==> src/rtl/inport_pkg.sv <==
// Shared types for the input conditioner: reset term codes and their evaluation.
package inport_pkg;

    typedef enum logic [1:0] {
        TERM_ZERO = 2'b00,
        TERM_PIN  = 2'b01,
        TERM_INV  = 2'b10,
        TERM_ONE  = 2'b11
    } term_code_e;

    // Evaluate one reset term from its two-bit code and the pin level.
    function automatic logic term_eval(input logic [1:0] code, input logic pin);
        logic res;
        case (term_code_e'(code))
            TERM_ZERO: res = 1'b0;
            TERM_PIN:  res = pin;
            TERM_INV:  res = ~pin;
            default:   res = 1'b1;
        endcase
        return res;
    endfunction

endpackage

==> src/rtl/inport_sync.sv <==
// Multi-stage synchronizer for a vector of asynchronous pins.
// Assumes each bit is independent; no multi-bit coherence is claimed.
module inport_sync #(
    parameter int W      = 4,
    parameter int STAGES = 2
) (
    input  logic         clk,
    input  logic         rst_n,
    input  logic [W-1:0] d,
    output logic [W-1:0] q
);
    logic [W-1:0] stg [STAGES];

    // Shift the pin vector through the stage chain.
    always_ff @(posedge clk) begin
        if (!rst_n) begin
            for (int k = 0; k < STAGES; k++) stg[k] <= '0;
        end else begin
            stg[0] <= d;
            for (int k = 1; k < STAGES; k++) stg[k] <= stg[k-1];
        end
    end

    assign q = stg[STAGES-1];
endmodule

==> src/rtl/inport_debounce.sv <==
// Tick-paced debouncer: a bit's output takes a new level only when the
// input shows that level on two consecutive tick cycles.
// Assumes the input is already synchronous to clk.
module inport_debounce #(
    parameter int W = 4
) (
    input  logic         clk,
    input  logic         rst_n,
    input  logic         tick,
    input  logic [W-1:0] din,
    output logic [W-1:0] dout
);
    logic [W-1:0] prev;
    logic [W-1:0] stable;

    assign stable = ~(din ^ prev);

    // On each tick, remember the sample and accept bits equal to the last one.
    always_ff @(posedge clk) begin
        if (!rst_n) begin
            prev <= '0;
            dout <= '0;
        end else if (tick) begin
            prev <= din;
            dout <= (stable & din) | (~stable & dout);
        end
    end
endmodule

==> src/rtl/inport_edge_flags.sv <==
// Per-pin polarity, edge detection and write-one-to-clear flag storage.
// An edge is stored only while its mask bit is open; a set and a clear in the
// same cycle leave the flag set so no event is lost.
module inport_edge_flags #(
    parameter int W = 4
) (
    input  logic         clk,
    input  logic         rst_n,
    input  logic [W-1:0] level,
    input  logic [W-1:0] fall_sel,
    input  logic [W-1:0] mask_open,
    input  logic         clr_en,
    input  logic [W-1:0] clr_data,
    output logic [W-1:0] pol,
    output logic [W-1:0] flags
);
    for (genvar i = 0; i < W; i++) begin : g_pin
        logic pol_d;
        logic hit;
        logic clr;

        assign pol[i] = level[i] ^ fall_sel[i];
        assign hit    = pol[i] & ~pol_d & mask_open[i];
        assign clr    = clr_en & clr_data[i];

        // Track the polarized level for edge detection.
        always_ff @(posedge clk) begin
            if (!rst_n) pol_d <= 1'b0;
            else        pol_d <= pol[i];
        end

        // Set on an unmasked active edge, clear on a write of one.
        always_ff @(posedge clk) begin
            if (!rst_n) flags[i] <= 1'b0;
            else        flags[i] <= (flags[i] & ~clr) | hit;
        end
    end
endmodule

==> src/rtl/inport_rst_comb.sv <==
// Programmable reset combination with a hold counter.
// Each pin contributes a term by its two-bit code. The terms are joined by AND
// or OR per parameter, and the request is issued after HOLD consecutive true cycles.
module inport_rst_comb
    import inport_pkg::*;
#(
    parameter int W       = 4,
    parameter bit USE_AND = 1'b1,
    parameter int HOLD    = 512
) (
    input  logic           clk,
    input  logic           rst_n,
    input  logic [W-1:0]   level,
    input  logic [2*W-1:0] sel,
    output logic           cond,
    output logic           req
);
    localparam int CW = $clog2(HOLD + 1);

    logic [W-1:0]  term;
    logic [CW-1:0] cnt;

    for (genvar i = 0; i < W; i++) begin : g_term
        assign term[i] = term_eval(sel[2*i +: 2], level[i]);
    end

    if (USE_AND) begin : g_and
        assign cond = &term;
    end else begin : g_or
        assign cond = |term;
    end

    // Count consecutive true cycles, saturating at the hold limit.
    always_ff @(posedge clk) begin
        if (!rst_n)                 cnt <= '0;
        else if (!cond)             cnt <= '0;
        else if (cnt != CW'(HOLD))  cnt <= cnt + 1'b1;
    end

    assign req = (cnt == CW'(HOLD));
endmodule

==> src/rtl/inport_cond.sv <==
// Input pin conditioner top: synchronizer, debouncer, edge flags,
// counter clock taps and programmable reset request.
// Assumes NPINS >= 2 and deb_tick is a single-cycle pulse per debouncer period.
module inport_cond #(
    parameter int NPINS       = 4,
    parameter int SYNC_STAGES = 2,
    parameter bit RST_USE_AND = 1'b1,
    parameter int RST_HOLD    = 512
) (
    input  logic                 clk,
    input  logic                 rst_n,
    input  logic [NPINS-1:0]     pin_raw,
    input  logic                 deb_tick,
    input  logic [NPINS-1:0]     cfg_deb_en,
    input  logic [NPINS-1:0]     cfg_edge_fall,
    input  logic [NPINS-1:0]     cfg_mask_open,
    input  logic [2*NPINS-1:0]   cfg_rst_sel,
    input  logic                 wr_en,
    input  logic [NPINS-1:0]     wr_data,
    output logic [NPINS-1:0]     irq_flag,
    output logic                 irq_any,
    output logic [1:0]           test_var,
    output logic [1:0]           cnt_tap,
    output logic                 rst_req
);
    localparam int TAP_HI = NPINS - 1;

    logic [NPINS-1:0] pin_sync;
    logic [NPINS-1:0] pin_deb;
    logic [NPINS-1:0] pin_cond;
    logic [NPINS-1:0] pin_pol;
    logic             rst_cond;

    inport_sync #(.W(NPINS), .STAGES(SYNC_STAGES)) u_sync (
        .clk(clk), .rst_n(rst_n), .d(pin_raw), .q(pin_sync)
    );

    inport_debounce #(.W(NPINS)) u_deb (
        .clk(clk), .rst_n(rst_n), .tick(deb_tick), .din(pin_sync), .dout(pin_deb)
    );

    // Per-pin choice between debounced and direct level.
    assign pin_cond = (cfg_deb_en & pin_deb) | (~cfg_deb_en & pin_sync);

    inport_edge_flags #(.W(NPINS)) u_flags (
        .clk(clk), .rst_n(rst_n), .level(pin_cond), .fall_sel(cfg_edge_fall),
        .mask_open(cfg_mask_open), .clr_en(wr_en), .clr_data(wr_data),
        .pol(pin_pol), .flags(irq_flag)
    );

    inport_rst_comb #(.W(NPINS), .USE_AND(RST_USE_AND), .HOLD(RST_HOLD)) u_rst (
        .clk(clk), .rst_n(rst_n), .level(pin_sync), .sel(cfg_rst_sel),
        .cond(rst_cond), .req(rst_req)
    );

    assign irq_any  = |(irq_flag & cfg_mask_open);
    assign test_var = pin_deb[1:0];
    assign cnt_tap  = {pin_pol[TAP_HI], pin_pol[0]};
endmodule

==> config.mk <==
export PLATFORM = sky130hd
export DESIGN_NAME = inport_cond
export DESIGN_NICKNAME = d
export VERILOG_FILES = /design/src/rtl/inport_pkg.sv /design/src/rtl/inport_sync.sv /design/src/rtl/inport_debounce.sv /design/src/rtl/inport_edge_flags.sv /design/src/rtl/inport_rst_comb.sv /design/src/rtl/inport_cond.sv
export SDC_FILE = /design/constraint.sdc
export NUM_CORES = 1
export LEC_CHECK = 0
export ABC_AREA = 1
export BUFFER_PORTS_ARGS = -buffer_cell sky130_fd_sc_hd__buf_2
export CORE_MARGIN = 5
export CORE_UTILIZATION = 55
export DETAILED_ROUTE_END_ITERATION = 16
export PLACE_DENSITY_LB_ADDON = 0.3
export SKIP_CTS_REPAIR_TIMING = 1
export SLEW_MARGIN = 20
export SYNTH_ARGS = -nofsm -noshare
export SYNTH_HDL_FRONTEND = slang
export SYNTH_HIERARCHICAL = 1
export SYNTH_SLANG_ARGS = --single-unit
==> constraint.sdc <==
create_clock -name clk -period 2.71 [get_ports clk]
set_clock_uncertainty 0.05 [all_clocks]
set_input_delay 0.813 -clock clk [delete_from_list [all_inputs] [get_ports clk]]
set_output_delay 0.813 -clock clk [all_outputs]
set_load 0.005 [all_outputs]
==> results.yml, run 1 <==
final_layout:
  multi_input_area_sq_um: 768
  n_antenna_cell: 0
  instances_no_fill: 329
  area_growth_pct: 15.0
  nets: 329
  drive_gt1_frac: 0.236
  fillers: 273
  regArea_sq_um: 681
clock_tree:
  cts_tree: "built"
  htreeDepth: 2
  path_clk_slew_ns: 0.09
  cts.sinks: 34
  cts_buffers: 5
  cts_max_path_buffers: 2
  cts_root_buf: "clkbuf_4"
  clkLatencyLatePin_ns: 0.34
setup_path:
  cp-start-kind: "input pin"
  worstSetupPathType: "in2out"
  worstPathRequired_ns: 1.85
  endpoint_kind: "output port"
  rrSetupSlack_ns: 1.43
  arrival_ns: 1.47
  path_max_fanout: 2
floorplan:
  die_w_um: 65.7
  die_area_sq_um: 4310
  io_pins: 42
  die_y_um: 65.7
  start_util: 0.568
  core_area_sq_um: 3000
  rows: 20
synth:
  syn_inst: 253
  syn_area_sq_um: 1710
  yosys_warnings: 6
  avgSynthCellArea_sq_um: 6.74
  synth_nets: 287
global_routing:
  grt_remaining_overflow: 0
  grt_pass1_wl_mm: 5.62
  grt_pass1_vias: 1416
  grt_usage: 0.167
  grt_max_degree: 17
  antenna_found_initial: 0
pwr:
  clkPwrFrac: 0.316
  intPower_mw: 0.686
  pwr-share-seq: 0.579
  ir_worst_vdd_mv: 0.376
  p_per_area_nw_per_um2: 464
  total_power_mw: 0.909
  p_sw_frac: 0.245
  power.net_switching_mw: 0.223
  power_frac_comb: 0.105
  p_leak_nw: 0.993
placement:
  place.gp.congestion: 0.801
  io_buffer_count: 41
  dp_cells: 321
  dp_hpwl_mm: 2.42
detailed_routing:
  firstDrtPassIters: 4
  dr.first_iter.drc_count: 54
  drtAntennaViolNets: 0
  wl_per_cell_um: 9.52
  num_vias: 1518
  vias_per_cell: 4.61
  drc: 0
  routed_wl_mm: 3.13
timing:
  tightest_slew_ns: 0.285
  worst_hold_slack_ns: 0.369
  fin_crit_sh: 0.863
  final_max_slew_viol_count: 0
  maxSlewHeadroom: 0.810
  finalSetupTns_ns: 0
  fin_crit_ns: 2.34
  max_freq_mhz: 428
  setup_viol: 0
  hold_viol: 0
  grt_setup_unrepaired: "no"
flow_run:
  drv_cap: 0
run_status:
  outcome: "complete, no violations"
hold_path:
  worstHoldPathType: "reg2reg"
## worst paths after layout
path	startpoint	to	cells past startpoint
worst max-delay path	cfg_deb_en[3]	cnt_tap[1]	6
worst min-delay path	u_sync/stg[0][1]$_SDFF_PN0_	u_sync/stg[0][5]$_SDFF_PN0_	2
worst min register to register	u_sync/stg[0][1]$_SDFF_PN0_	u_sync/stg[0][5]$_SDFF_PN0_	2
worst max register to register	u_rst/cnt[1]$_SDFFE_PN0P_	u_rst/cnt[8]$_SDFFE_PN0P_	6
## metal layers
metal  part of all wire  routed length (um)  GRT usage  up-vias
li1                   -                   -          -      846
met1               0.46                1450      0.201      628
met2               0.44                1370      0.273       37
met3              0.082                 258     0.0581        7
met4              0.016                  49     0.0622        0
met5                  0                   0          0        -
## critical path, cell delays in order
cell	delay [ns]
buf_2	0.10
o21ai_1	0.21
inv_1	0.07
nand2_1	0.09
nand2_2	0.06
buf_2	0.12
## placed cells by master, fill, tap and decap left out
cell type and count:
a21oi_1 15, a21oi_2 3, buf_2 41, buf_4 1
clkbuf_1 1, clkbuf_4 5, clkbuf_8 1, clkinv_1 2
clkinv_2 1, dfxtp_1 34, ha_1 2, inv_1 49
inv_2 2, nand2_1 77, nand2_2 6, nand3_1 15
nand3_2 4, nand4_1 2, nor2_1 15, nor2_2 1
nor2_4 2, nor4_1 1, o21ai_0 6, o21ai_1 5
o21ai_2 2, or2_2 1, xor2_1 2
## layout make-up
class,instances,area share
well taps,33,0.0210
multi-input cells,159,0.392
repair buffers,42,0.108
flip-flops and latches,34,0.347
inverters,53,0.101
clock buffers,7,0.0281
clock inverters,1,0.00255
## metrics by stage
stage / setup WS (ns) / utilization / area, sq um
after floorplan: 0.709 / - / 1710
after global placement: 0.383 / 0.633 / 1900
after detailed placement: 0.386 / 0.633 / 1900
after CTS: 0.385 / 0.653 / 1960
after global routing: 0.229 / 0.653 / 1960
final: 0.372 / 0.653 / 1960
## power by group through the flow
stage / sequential [mW] / clock (mW) / combinational [mW]
after global placement: 0.538 / 0 / 0.0938
final: 0.527 / 0.287 / 0.0955
after global routing: 0.530 / 0.323 / 0.111
after floorplan: 0.536 / 0 / 0.0591
after detailed placement: 0.538 / 0 / 0.0958
after CTS: 0.527 / 0.298 / 0.0965
No activity file was read; power rests on OpenSTA's default activity.
==> run 2: changes to the inputs <==
Settings changed: SYNTH_HIERARCHICAL 1 to not set.
==> results.yml, run 2 <==
run_status:
  outcome: "complete, no violations"
detailed_routing:
  routed_wl_mm: 3.34
  wl_per_cell_um: 10.5
  drc: 0
  num_vias: 1563
  dr.first_iter.drc_count: 48
  vias_per_cell: 4.92
  firstDrtPassIters: 5
  drtAntennaViolNets: 0
placement:
  io_buffer_count: 41
  place.gp.congestion: 0.866
  dp_slack_ns: 0.449
  dp_hpwl_mm: 2.62
  placedInstanceArea_sq_um: 1850
synth:
  synth.distinct_cells: 23
  synth_top_area_cell: "dfxtp_1"
  synth_top_area_share: 0.416
  synth_area_leaders: "dfxtp_1 (42%), nand2_1 (15%), inv_1 (7.8%)"
  avgSynthCellArea_sq_um: 6.71
  synthArstFlopShare: 0
  synth_seq_cells: 34
  ys_seq_area_frac: 0.416
  synth_most_common_cell: "nand2_1"
  syn_area_sq_um: 1640
  syn_inst: 244
  synthFlopType: "dfxtp_1"
  synth_commonest_cells: "nand2_1 (66), dfxtp_1 (34), inv_1 (34)"
  yosys_warnings: 0
  synth_edf_count: 0
  synth_nets: 278
clock_tree:
  path_clk_slew_ns: 0.10
  cts_root_buf: "clkbuf_4"
  cts_buffers: 5
  htreeDepth: 2
  cts.sinks: 34
  clkLatencyLatePin_ns: 0.34
  cts_max_path_buffers: 2
  cts_tree: "built"
pwr:
  p_leak_nw: 0.951
  p_per_area_nw_per_um2: 474
  ir_worst_vdd_mv: 0.291
final_layout:
  nets: 320
  final_common_cell: "nand2_1"
  n_antenna_cell: 0
  area_growth_pct: 16.3
  fillers: 264
  final_util: 0.679
  design_area_sq_um: 1910
  final_cell_mix: "nand2_1 (66), buf_2 (41), inv_1 (34), dfxtp_1 (34), nor2_1 (28)"
  drive_gt1_frac: 0.213
timing:
  layout_setup_ws_ns: 0.371
  finalSetupTns_ns: 0
  fin_crit_ns: 2.34
  grt_setup_unrepaired: "no"
  setup_viol: 0
  tightest_slew_ns: 0.270
  maxSlewHeadroom: 0.820
  max_freq_mhz: 427
  final_max_slew_viol_count: 0
  fin_crit_sh: 0.863
  hold_viol: 0
setup_path:
  worstPathRequired_ns: 1.85
  endpoint_kind: "output port"
  cp-start-kind: "flip-flop"
  path_max_fanout: 5
  worstSetupPathType: "reg2out"
  arrival_ns: 1.48
flow_run:
  drv_cap: 0
floorplan:
  io_pins: 42
  start_util: 0.584
  die_w_um: 64.6
  rows: 19
  die_y_um: 64.6
  core_area_sq_um: 2810
  die_area_sq_um: 4170
global_routing:
  grt_pass1_vias: 1393
  grt_pass1_wl_mm: 5.78
  antenna_found_initial: 0
  grt_remaining_overflow: 0
  grt_max_degree: 18
  grt_usage: 0.174
hold_path:
  worstHoldPathType: "reg2reg"
## run 2: stage by stage
stage / instances / hold WS [ns] / total power, mW
after floorplan: 244 / 0.340 / 0.586
after global placement: 310 / 0.344 / 0.626
after detailed placement: 310 / 0.352 / 0.628
after CTS: 318 / 0.376 / 0.915
after global routing: 318 / 0.389 / 0.962
final: 318 / 0.369 / 0.903
## run 2: worst paths after layout
kind                                    start                           to  slack, ns  cells past startpoint
hold reg to reg   u_sync.stg[0][3]$_SDFF_PN0_  u_sync.stg[0][7]$_SDFF_PN0_       0.37                      2
setup / recovery    u_rst.cnt[0]$_SDFFE_PN0P_                      rst_req       0.37                      5
setup reg to reg    u_rst.cnt[0]$_SDFFE_PN0P_    u_rst.cnt[0]$_SDFFE_PN0P_       1.41                      7
hold / removal    u_sync.stg[0][3]$_SDFF_PN0_  u_sync.stg[0][7]$_SDFF_PN0_       0.37                      2
## run 2: final cells by class
| type | instances | area, sq um | area share |
|---|---|---|---|
| Sequential cell | 34 | 681 | 0.357 |
| Multi-Input combinational cell | 163 | 763 | 0.401 |
| Inverter | 40 | 150 | 0.0788 |
| Clock inverter | 1 | 5.00 | 0.00263 |
| Tap cell | 31 | 38.8 | 0.0204 |
| Clock buffer | 7 | 55.1 | 0.0289 |
| Timing Repair Buffer | 42 | 213 | 0.112 |
## run 2: where the power goes
| group | internal [mW] | total (mW) | switching, mW |
|---|---|---|---|
| registers | 0.517 | 0.526 | 0.00901 |
| clock network | 0.126 | 0.287 | 0.161 |
| logic | 0.0412 | 0.0903 | 0.0491 |
## run 2: worst max-delay path: stages, from the launching register on
cell and delay, ns:
dfxtp_1 0.37, inv_1 0.15, ha_1 0.18, nand3_1 0.10, nor2_1 0.19, buf_2 0.15
## run 2: layer usage
metal,global-route usage,vias up,routed length (um),part of all wire
met5,0,-,0,0
met4,0.0633,0,53,0.016
met3,0.0674,7,284,0.085
met2,0.277,49,1410,0.42
met1,0.214,662,1590,0.48
li1,-,845,-,-
## run 2: cells by family after synthesis
family                     after synthesis  share of synthesized area
and+or+nand+nor                        125                      0.328
DFF                                     34                      0.416
buffers and inverters                   47                      0.118
xor gates and xnor gates                 2                     0.0107
AOI/OAI and AO/OA                       34                      0.112
adders and majority gates                2                     0.0153
